==> config.mk <==
export PLATFORM = sky130hd
export DESIGN_NAME = uart_rx_tagged
export DESIGN_NICKNAME = d
export VERILOG_FILES = /design/src/rtl/uart_rx_pkg.sv /design/src/rtl/uart_rx_baudgen.sv /design/src/rtl/uart_rx_framer.sv /design/src/rtl/uart_rx_fifo.sv /design/src/rtl/uart_rx_tagged.sv
export SDC_FILE = /design/constraint.sdc
export NUM_CORES = 1
export LEC_CHECK = 0
export ABC_AREA = 1
export BUFFER_PORTS_ARGS = -buffer_cell sky130_fd_sc_hd__buf_4
export CAP_MARGIN = 20
export CORE_MARGIN = 2
export CORE_UTILIZATION = 52
export DETAILED_ROUTE_END_ITERATION = 10
export PLACE_DENSITY = 0.68
export SYNTH_ARGS = -nofsm -noshare
export SYNTH_HDL_FRONTEND = slang
export SYNTH_SLANG_ARGS = --single-unit
export TNS_END_PERCENT = 1
==> constraint.sdc <==
create_clock -name clk -period 4.8 [get_ports clk]
set_input_delay 0.48 -clock clk [delete_from_list [all_inputs] [get_ports clk]]
set_output_delay 0.48 -clock clk [all_outputs]
set_load 0.005 [all_outputs]
==> src/rtl/uart_rx_pkg.sv <==
package uart_rx_pkg;

  localparam int CHAR_W = 8;

  typedef struct packed {
    logic              brk;
    logic              frm;
    logic              par;
    logic              ovr;
    logic [CHAR_W-1:0] data;
  } rx_entry_t;

  typedef enum logic [2:0] {
    RX_IDLE,
    RX_START,
    RX_DATA,
    RX_PARITY,
    RX_STOP1,
    RX_STOP2
  } rx_state_t;

endpackage

==> src/rtl/uart_rx_baudgen.sv <==
module uart_rx_baudgen #(
  parameter int DIV_W = 10
) (
  input  logic             clk,
  input  logic             rst,
  input  logic [DIV_W-1:0] divisor,
  output logic             tick
);
  localparam logic [DIV_W-1:0] MIN_DIV = DIV_W'(2);

  logic [DIV_W-1:0] cnt;
  logic [DIV_W-1:0] div_eff;
  logic [DIV_W-1:0] last;

  always_comb begin
    div_eff = (divisor < MIN_DIV) ? MIN_DIV : divisor;
    last    = div_eff - DIV_W'(1);
  end

  always_ff @(posedge clk) begin
    if (rst) begin
      cnt  <= '0;
      tick <= 1'b0;
    end else if (cnt >= last) begin
      cnt  <= '0;
      tick <= 1'b1;
    end else begin
      cnt  <= cnt + DIV_W'(1);
      tick <= 1'b0;
    end
  end

  AST_TICK_SPACED: assert property (@(posedge clk) disable iff (rst)
    tick |=> !tick);

endmodule

==> src/rtl/uart_rx_framer.sv <==
module uart_rx_framer
  import uart_rx_pkg::*;
#(
  parameter int OSR    = 16,
  parameter int DATA_W = CHAR_W
) (
  input  logic              clk,
  input  logic              rst,
  input  logic              tick,
  input  logic              rx_s,
  input  logic              parity_en,
  input  logic              two_stop,
  output logic              out_valid,
  output logic [DATA_W-1:0] out_data,
  output logic              out_brk,
  output logic              out_frm,
  output logic              out_par
);
  localparam int OSR_W = $clog2(OSR);
  localparam int BIT_W = $clog2(DATA_W);
  localparam logic [OSR_W-1:0] MID_CNT  = OSR_W'(OSR / 2 - 1);
  localparam logic [OSR_W-1:0] LAST_CNT = OSR_W'(OSR - 1);
  localparam logic [BIT_W-1:0] LAST_BIT = BIT_W'(DATA_W - 1);

  rx_state_t         state;
  logic [OSR_W-1:0]  os_cnt;
  logic [BIT_W-1:0]  bit_idx;
  logic [DATA_W-1:0] shreg;
  logic              par_bit;
  logic              stop1_q;
  logic              centre;

  always_comb centre = tick && (os_cnt == LAST_CNT);

  always_ff @(posedge clk) begin
    if (rst) begin
      state     <= RX_IDLE;
      os_cnt    <= '0;
      bit_idx   <= '0;
      shreg     <= '0;
      par_bit   <= 1'b0;
      stop1_q   <= 1'b1;
      out_valid <= 1'b0;
      out_data  <= '0;
      out_brk   <= 1'b0;
      out_frm   <= 1'b0;
      out_par   <= 1'b0;
    end else begin
      out_valid <= 1'b0;
      if (tick && !centre && state != RX_IDLE && state != RX_START)
        os_cnt <= os_cnt + OSR_W'(1);
      unique case (state)
        RX_IDLE: begin
          if (tick && !rx_s) begin
            state  <= RX_START;
            os_cnt <= '0;
          end
        end
        RX_START: begin
          if (tick) begin
            if (os_cnt == MID_CNT) begin
              os_cnt  <= '0;
              bit_idx <= '0;
              state   <= rx_s ? RX_IDLE : RX_DATA;
            end else begin
              os_cnt <= os_cnt + OSR_W'(1);
            end
          end
        end
        RX_DATA: begin
          if (centre) begin
            os_cnt  <= '0;
            shreg   <= {rx_s, shreg[DATA_W-1:1]};
            bit_idx <= bit_idx + BIT_W'(1);
            if (bit_idx == LAST_BIT)
              state <= parity_en ? RX_PARITY : RX_STOP1;
          end
        end
        RX_PARITY: begin
          if (centre) begin
            os_cnt  <= '0;
            par_bit <= rx_s;
            state   <= RX_STOP1;
          end
        end
        RX_STOP1: begin
          if (centre) begin
            os_cnt  <= '0;
            stop1_q <= rx_s;
            if (two_stop) begin
              state <= RX_STOP2;
            end else begin
              state     <= RX_IDLE;
              out_valid <= 1'b1;
              out_data  <= shreg;
              out_frm   <= !rx_s;
              out_par   <= parity_en && (par_bit != ^shreg);
              out_brk   <= (shreg == '0) && !rx_s && !(parity_en && par_bit);
            end
          end
        end
        RX_STOP2: begin
          if (centre) begin
            os_cnt    <= '0;
            state     <= RX_IDLE;
            out_valid <= 1'b1;
            out_data  <= shreg;
            out_frm   <= !stop1_q;
            out_par   <= parity_en && (par_bit != ^shreg);
            out_brk   <= (shreg == '0) && !stop1_q && !(parity_en && par_bit);
          end
        end
        default: state <= RX_IDLE;
      endcase
    end
  end

  AST_CHAR_ON_TICK: assert property (@(posedge clk) disable iff (rst)
    out_valid |-> $past(tick));
  AST_CHAR_SINGLE: assert property (@(posedge clk) disable iff (rst)
    out_valid |=> !out_valid);
  AST_BREAK_IMPLIES_FRAME: assert property (@(posedge clk) disable iff (rst)
    (out_valid && out_brk) |-> (out_frm && out_data == '0));

endmodule

==> src/rtl/uart_rx_fifo.sv <==
module uart_rx_fifo #(
  parameter int DEPTH = 64,
  parameter int WIDTH = 12
) (
  input  logic             clk,
  input  logic             rst,
  input  logic             flush,
  input  logic             push,
  input  logic [WIDTH-1:0] wdata,
  input  logic             pop,
  output logic [WIDTH-1:0] rdata,
  output logic             empty,
  output logic             full,
  output logic             half
);
  localparam int AW = $clog2(DEPTH);
  localparam int CW = AW + 1;
  localparam logic [CW-1:0] DEPTH_C = CW'(DEPTH);
  localparam logic [CW-1:0] HALF_C  = CW'(DEPTH / 2);

  logic [WIDTH-1:0] mem [DEPTH];
  logic [AW-1:0]    wptr, rptr;
  logic [CW-1:0]    count, count_nxt;
  logic             push_ok, pop_ok;

  always_comb begin
    push_ok   = push && !full;
    pop_ok    = pop && !empty;
    count_nxt = count;
    if (flush)
      count_nxt = '0;
    else if (push_ok && !pop_ok)
      count_nxt = count + CW'(1);
    else if (pop_ok && !push_ok)
      count_nxt = count - CW'(1);
  end

  always_ff @(posedge clk) begin
    if (push_ok && !flush)
      mem[wptr] <= wdata;
  end

  always_ff @(posedge clk) begin
    if (rst)
      rdata <= '0;
    else if (pop_ok && !flush)
      rdata <= mem[rptr];
  end

  always_ff @(posedge clk) begin
    if (rst) begin
      wptr  <= '0;
      rptr  <= '0;
      count <= '0;
      empty <= 1'b1;
      full  <= 1'b0;
      half  <= 1'b0;
    end else begin
      if (flush) begin
        wptr <= '0;
        rptr <= '0;
      end else begin
        if (push_ok) wptr <= wptr + AW'(1);
        if (pop_ok)  rptr <= rptr + AW'(1);
      end
      count <= count_nxt;
      empty <= (count_nxt == '0);
      full  <= (count_nxt == DEPTH_C);
      half  <= (count_nxt >= HALF_C);
    end
  end

  AST_NO_OVERFLOW: assert property (@(posedge clk) disable iff (rst)
    count <= DEPTH_C);
  AST_EMPTY_NOT_FULL: assert property (@(posedge clk) disable iff (rst)
    !(empty && full));
  AST_FLUSH_EMPTIES: assert property (@(posedge clk) disable iff (rst)
    flush |=> (empty && !half));
  AST_FULL_HOLDS: assert property (@(posedge clk) disable iff (rst)
    (full && !pop && !flush) |=> full);

endmodule

==> src/rtl/uart_rx_tagged.sv <==
module uart_rx_tagged
  import uart_rx_pkg::*;
#(
  parameter int DIV_W      = 10,
  parameter int OSR        = 16,
  parameter int FIFO_DEPTH = 64,
  parameter int WORD_W     = 16
) (
  input  logic              clk,
  input  logic              rst,
  input  logic [DIV_W-1:0]  divisor,
  input  logic              parity_en,
  input  logic              two_stop,
  input  logic              rx_in,
  input  logic              flush,
  input  logic              rd_en,
  output logic [WORD_W-1:0] rd_word,
  output logic              fifo_empty,
  output logic              fifo_full,
  output logic              fifo_half,
  output logic              rx_ready
);
  localparam int ENTRY_W = $bits(rx_entry_t);
  localparam int GAP_W   = WORD_W - 4 - CHAR_W;

  logic [1:0]        sync_q;
  logic              tick;
  logic              ch_valid;
  logic [CHAR_W-1:0] ch_data;
  logic              ch_brk, ch_frm, ch_par;
  logic              ovr_pend;
  rx_entry_t         wr_entry, rd_entry;
  logic [ENTRY_W-1:0] rd_raw;

  always_ff @(posedge clk) begin
    if (rst) sync_q <= 2'b11;
    else     sync_q <= {sync_q[0], rx_in};
  end

  uart_rx_baudgen #(.DIV_W(DIV_W)) u_baud (
    .clk     (clk),
    .rst     (rst),
    .divisor (divisor),
    .tick    (tick)
  );

  uart_rx_framer #(.OSR(OSR), .DATA_W(CHAR_W)) u_framer (
    .clk       (clk),
    .rst       (rst),
    .tick      (tick),
    .rx_s      (sync_q[1]),
    .parity_en (parity_en),
    .two_stop  (two_stop),
    .out_valid (ch_valid),
    .out_data  (ch_data),
    .out_brk   (ch_brk),
    .out_frm   (ch_frm),
    .out_par   (ch_par)
  );

  always_ff @(posedge clk) begin
    if (rst || flush)
      ovr_pend <= 1'b0;
    else if (ch_valid)
      ovr_pend <= fifo_full;
  end

  always_comb begin
    wr_entry.brk  = ch_brk;
    wr_entry.frm  = ch_frm;
    wr_entry.par  = ch_par;
    wr_entry.ovr  = ovr_pend;
    wr_entry.data = ch_data;
  end

  uart_rx_fifo #(.DEPTH(FIFO_DEPTH), .WIDTH(ENTRY_W)) u_fifo (
    .clk   (clk),
    .rst   (rst),
    .flush (flush),
    .push  (ch_valid),
    .wdata (wr_entry),
    .pop   (rd_en),
    .rdata (rd_raw),
    .empty (fifo_empty),
    .full  (fifo_full),
    .half  (fifo_half)
  );

  always_comb begin
    rd_entry = rx_entry_t'(rd_raw);
    rd_word  = {rd_entry.brk, rd_entry.frm, rd_entry.par, rd_entry.ovr,
                {GAP_W{1'b0}}, rd_entry.data};
    rx_ready = !fifo_empty;
  end

  AST_DROP_SETS_PENDING: assert property (@(posedge clk) disable iff (rst)
    (ch_valid && fifo_full && !flush) |=> ovr_pend);
  AST_READY_AFTER_STORE: assert property (@(posedge clk) disable iff (rst)
    (ch_valid && !fifo_full && !flush) |=> rx_ready);

endmodule

==> out/results.ini <==
[cts]
root_buffer=clkbuf_16
cts_resized=0
clock_path_buffers=3
cts_tree=done
holdBufCountCts=0
clkTransAtPathRegs_ps=60
htreeDepth=3
clock_latency_ps=650
cts_buffers=87
cts.sinks=848
post_cts_buffers=0

[final_layout]
fill_cells=5635
nets=3581
design_area_mm2=0.04025
drive_gt1_share_pct=7.667
area_growth_pct=10.83
n_antenna_cell=0

[floorplan]
core_area_mm2=0.06883
row_count=96
io_pins=37
fp.dieArea_mm2=0.07198
start_util_pct=52.77
die_h_um=268.3
die_w_um=268.3

[critical_path]
rrSetupSlack_ps=1580
cp_common_cell=nand3_1
cp_slowest_stage_delay_ps=920
cp-start-kind=flip-flop
endpoint_kind=flip-flop
timing_worst_setup_path_type=flip-flop to flip-flop
path_cells=inv_6 -> buf_4 -> nor2_1 -> nand2_1 -> nand3_1 -> nand3_1 -> nand2_1 -> nand3_1 -> nand3_1 -> nand2_1 -> inv_1
critPathMaxFanout=128
cp.required_ps=5340
reg2reg_to=u_fifo.rdata[0]$_SDFFE_PP0P_
critical_path_arrival_ps=3760
slowest_stage=inv_6
reg2reg_from=u_fifo.rptr[1]$_SDFFE_PP0P_
reg2reg_depth=11

[timing]
rsz0062_at_grt=false
finalSetupViolCount=0
hold_viol=0
drv_slew=0
min_period_over_period_pct=67.08
worst_pin_slew_ps=1365
max_freq_mhz=310.6
finalSetupTns_ps=0
slew_headroom_pct=8.990
clock_skew_ps=35.52
finalCriticalPeriod_ps=3220

[min_path]
min_path_type=input port to flip-flop
min_to=sync_q[0]$_SDFF_PP1_
hold_depth=2
hold_path_startpoint=rx_in

[logic_synthesis]
synthDistinctLibCells=38
synthArstFlopShare_pct=0
synthesis.area_mm2=0.03632
synth-edff-count=768
yosys_warnings=0
synth_seq_cells=848
synth_cells=3503
ys.flop_type=edfxtp_1
ys_seq_area_share_pct=67.90
syn_avg_cell_area_um2=10.37

[power]
ir_worst_vdd_mv=0.2623
cellLeakagePower_nw=16.12
p_per_area_mw_per_mm2=380.3

[placement]
gp_congestion=0.9434
hpwl_mm=56.49
place_area_mm2=0.03743
io_buffers=32

[drt]
ant_nets=0
drt-initial-drc-count=3370
vias_per_cell=5.490
postRouteWirelength_mm=94.65
drtPass1Iterations=6
routedWlPerCell_um=20.83
vias=24950
drc=0

[outcome]
status=finished clean

[global_route]
grt_pass1_wl_mm=142.0
first_global_vias=23120
antenna_found_initial=2
grt_start_max_net_pins=235
grt_remaining_overflow=0
grt_usage_pct=26.41

[job]
drv_cap=0

## area by class of cell
type,instances,area (µm²),share of cell area [%]
multi-input cells,2159,9465,23.51
clock buffers,117,2405,5.974
flip-flops and latches,848,24690,61.33
repair buffers,121,985.9,2.449
clock inverters,44,312.8,0.7770
well taps,931,1165,2.894
inverters,324,1234,3.065
## how the worst max path moves through the flow
stage / startpoint / to / slack, ps
2_1_floorplan: divisor[3] / u_baud.cnt[0]$_SDFF_PP0_ / 1980
3_3_place_gp: u_fifo.rptr[1]$_SDFFE_PP0P_ / u_fifo.rdata[0]$_SDFFE_PP0P_ / 1670
3_5_place_dp: u_fifo.rptr[1]$_SDFFE_PP0P_ / u_fifo.rdata[0]$_SDFFE_PP0P_ / 1650
4_1_cts: u_fifo.rptr[1]$_SDFFE_PP0P_ / u_fifo.rdata[0]$_SDFFE_PP0P_ / 1650
5_1_grt: u_fifo.rptr[1]$_SDFFE_PP0P_ / u_fifo.rdata[11]$_SDFFE_PP0P_ / 1380
6_report: u_fifo.rptr[1]$_SDFFE_PP0P_ / u_fifo.rdata[0]$_SDFFE_PP0P_ / 1580
## through the flow
step                      utilization, %  power, mW  std cells  setup WS (ps)  hold WS (ps)
after global routing               58.49      15.75       4544           1379         19.70
after global placement             54.36      8.945       4370           1666         393.5
after CTS                          58.33      15.36       4533           1648         10.52
after detailed placement           54.38      8.950       4372           1649         401.7
after floorplan                        -      8.736       3506           1984         389.5
final                              58.49      15.31       4544           1580         42.89
## worst max-delay path, delay by kind of cell, from the launching register on
kind                   cells  cell delay (ps)
AND/OR/NAND/NOR            8              810
flip-flops                 1              590
buffers and inverters      3             1610
## synthesized netlist by cell type, types with 10 or more instances
cell type	n	area [µm²]
inv_1	315	1182
edfxtp_1	768	23060
xnor2_1	10	87.58
ha_1	23	287.8
a21oi_1	91	455.4
xor2_1	13	113.9
nor2_1	343	1287
nand3_1	443	2217
buf_4	30	225.2
o21ai_0	116	580.6
buf_6	16	180.2
o21a_1	13	97.59
dfxtp_1	80	1602
clkbuf_1	43	161.4
o21ai_1	17	85.08
buf_2	79	395.4
nand2_1	1035	3885
## report_power, final
group          leakage (nW)  internal, mW  switching, mW  total, mW
Clock                  1.33          3.73           2.78       6.50
Combinational          5.42         0.239          0.548      0.787
Sequential             9.36          7.96         0.0601       8.02
Total                  16.1          11.9           3.39       15.3
## state kept, by name, summed over array words and instances, names as in the netlist, 6 cells and up
signal	flops
u_fifo.mem	768
u_fifo.count	7
u_baud.cnt	10
u_framer.shreg	8
u_framer.out_data	8
u_fifo.rdata	12
u_fifo.wptr	6
u_fifo.rptr	6
## routing by layer
| metal | routed length [µm] | track usage [%] | share of wire, % |
|---|---|---|---|
| met1 | 39170 | 37.35 | 41 |
| met2 | 42930 | 40.51 | 45 |
| met3 | 8828 | 5.241 | 9.3 |
| met4 | 3701 | 10.21 | 3.9 |
| met5 | 27 | 0 | 0.029 |
## layout by cell type, fill, tap and decap left out, types with 65 or more instances in the layout
cell type / count
nor2_1: 342
a21oi_1: 91
dfxtp_1: 65
nand2_1: 1035
inv_1: 314
clkbuf_16: 91
buf_4: 113
nand3_1: 443
edfxtp_1: 768
o21ai_0: 116
## cells by family after synthesis
family	count (synthesis)	synth area share (%)
compound gates	252	3.672
xor+xnor	23	0.5546
fa+ha+maj	23	0.7923
buf+inv	499	6.076
flops	848	67.90
other cells	1	0.01032
simple gates	1857	20.99
No activity file was read; power rests on OpenSTA's default activity.
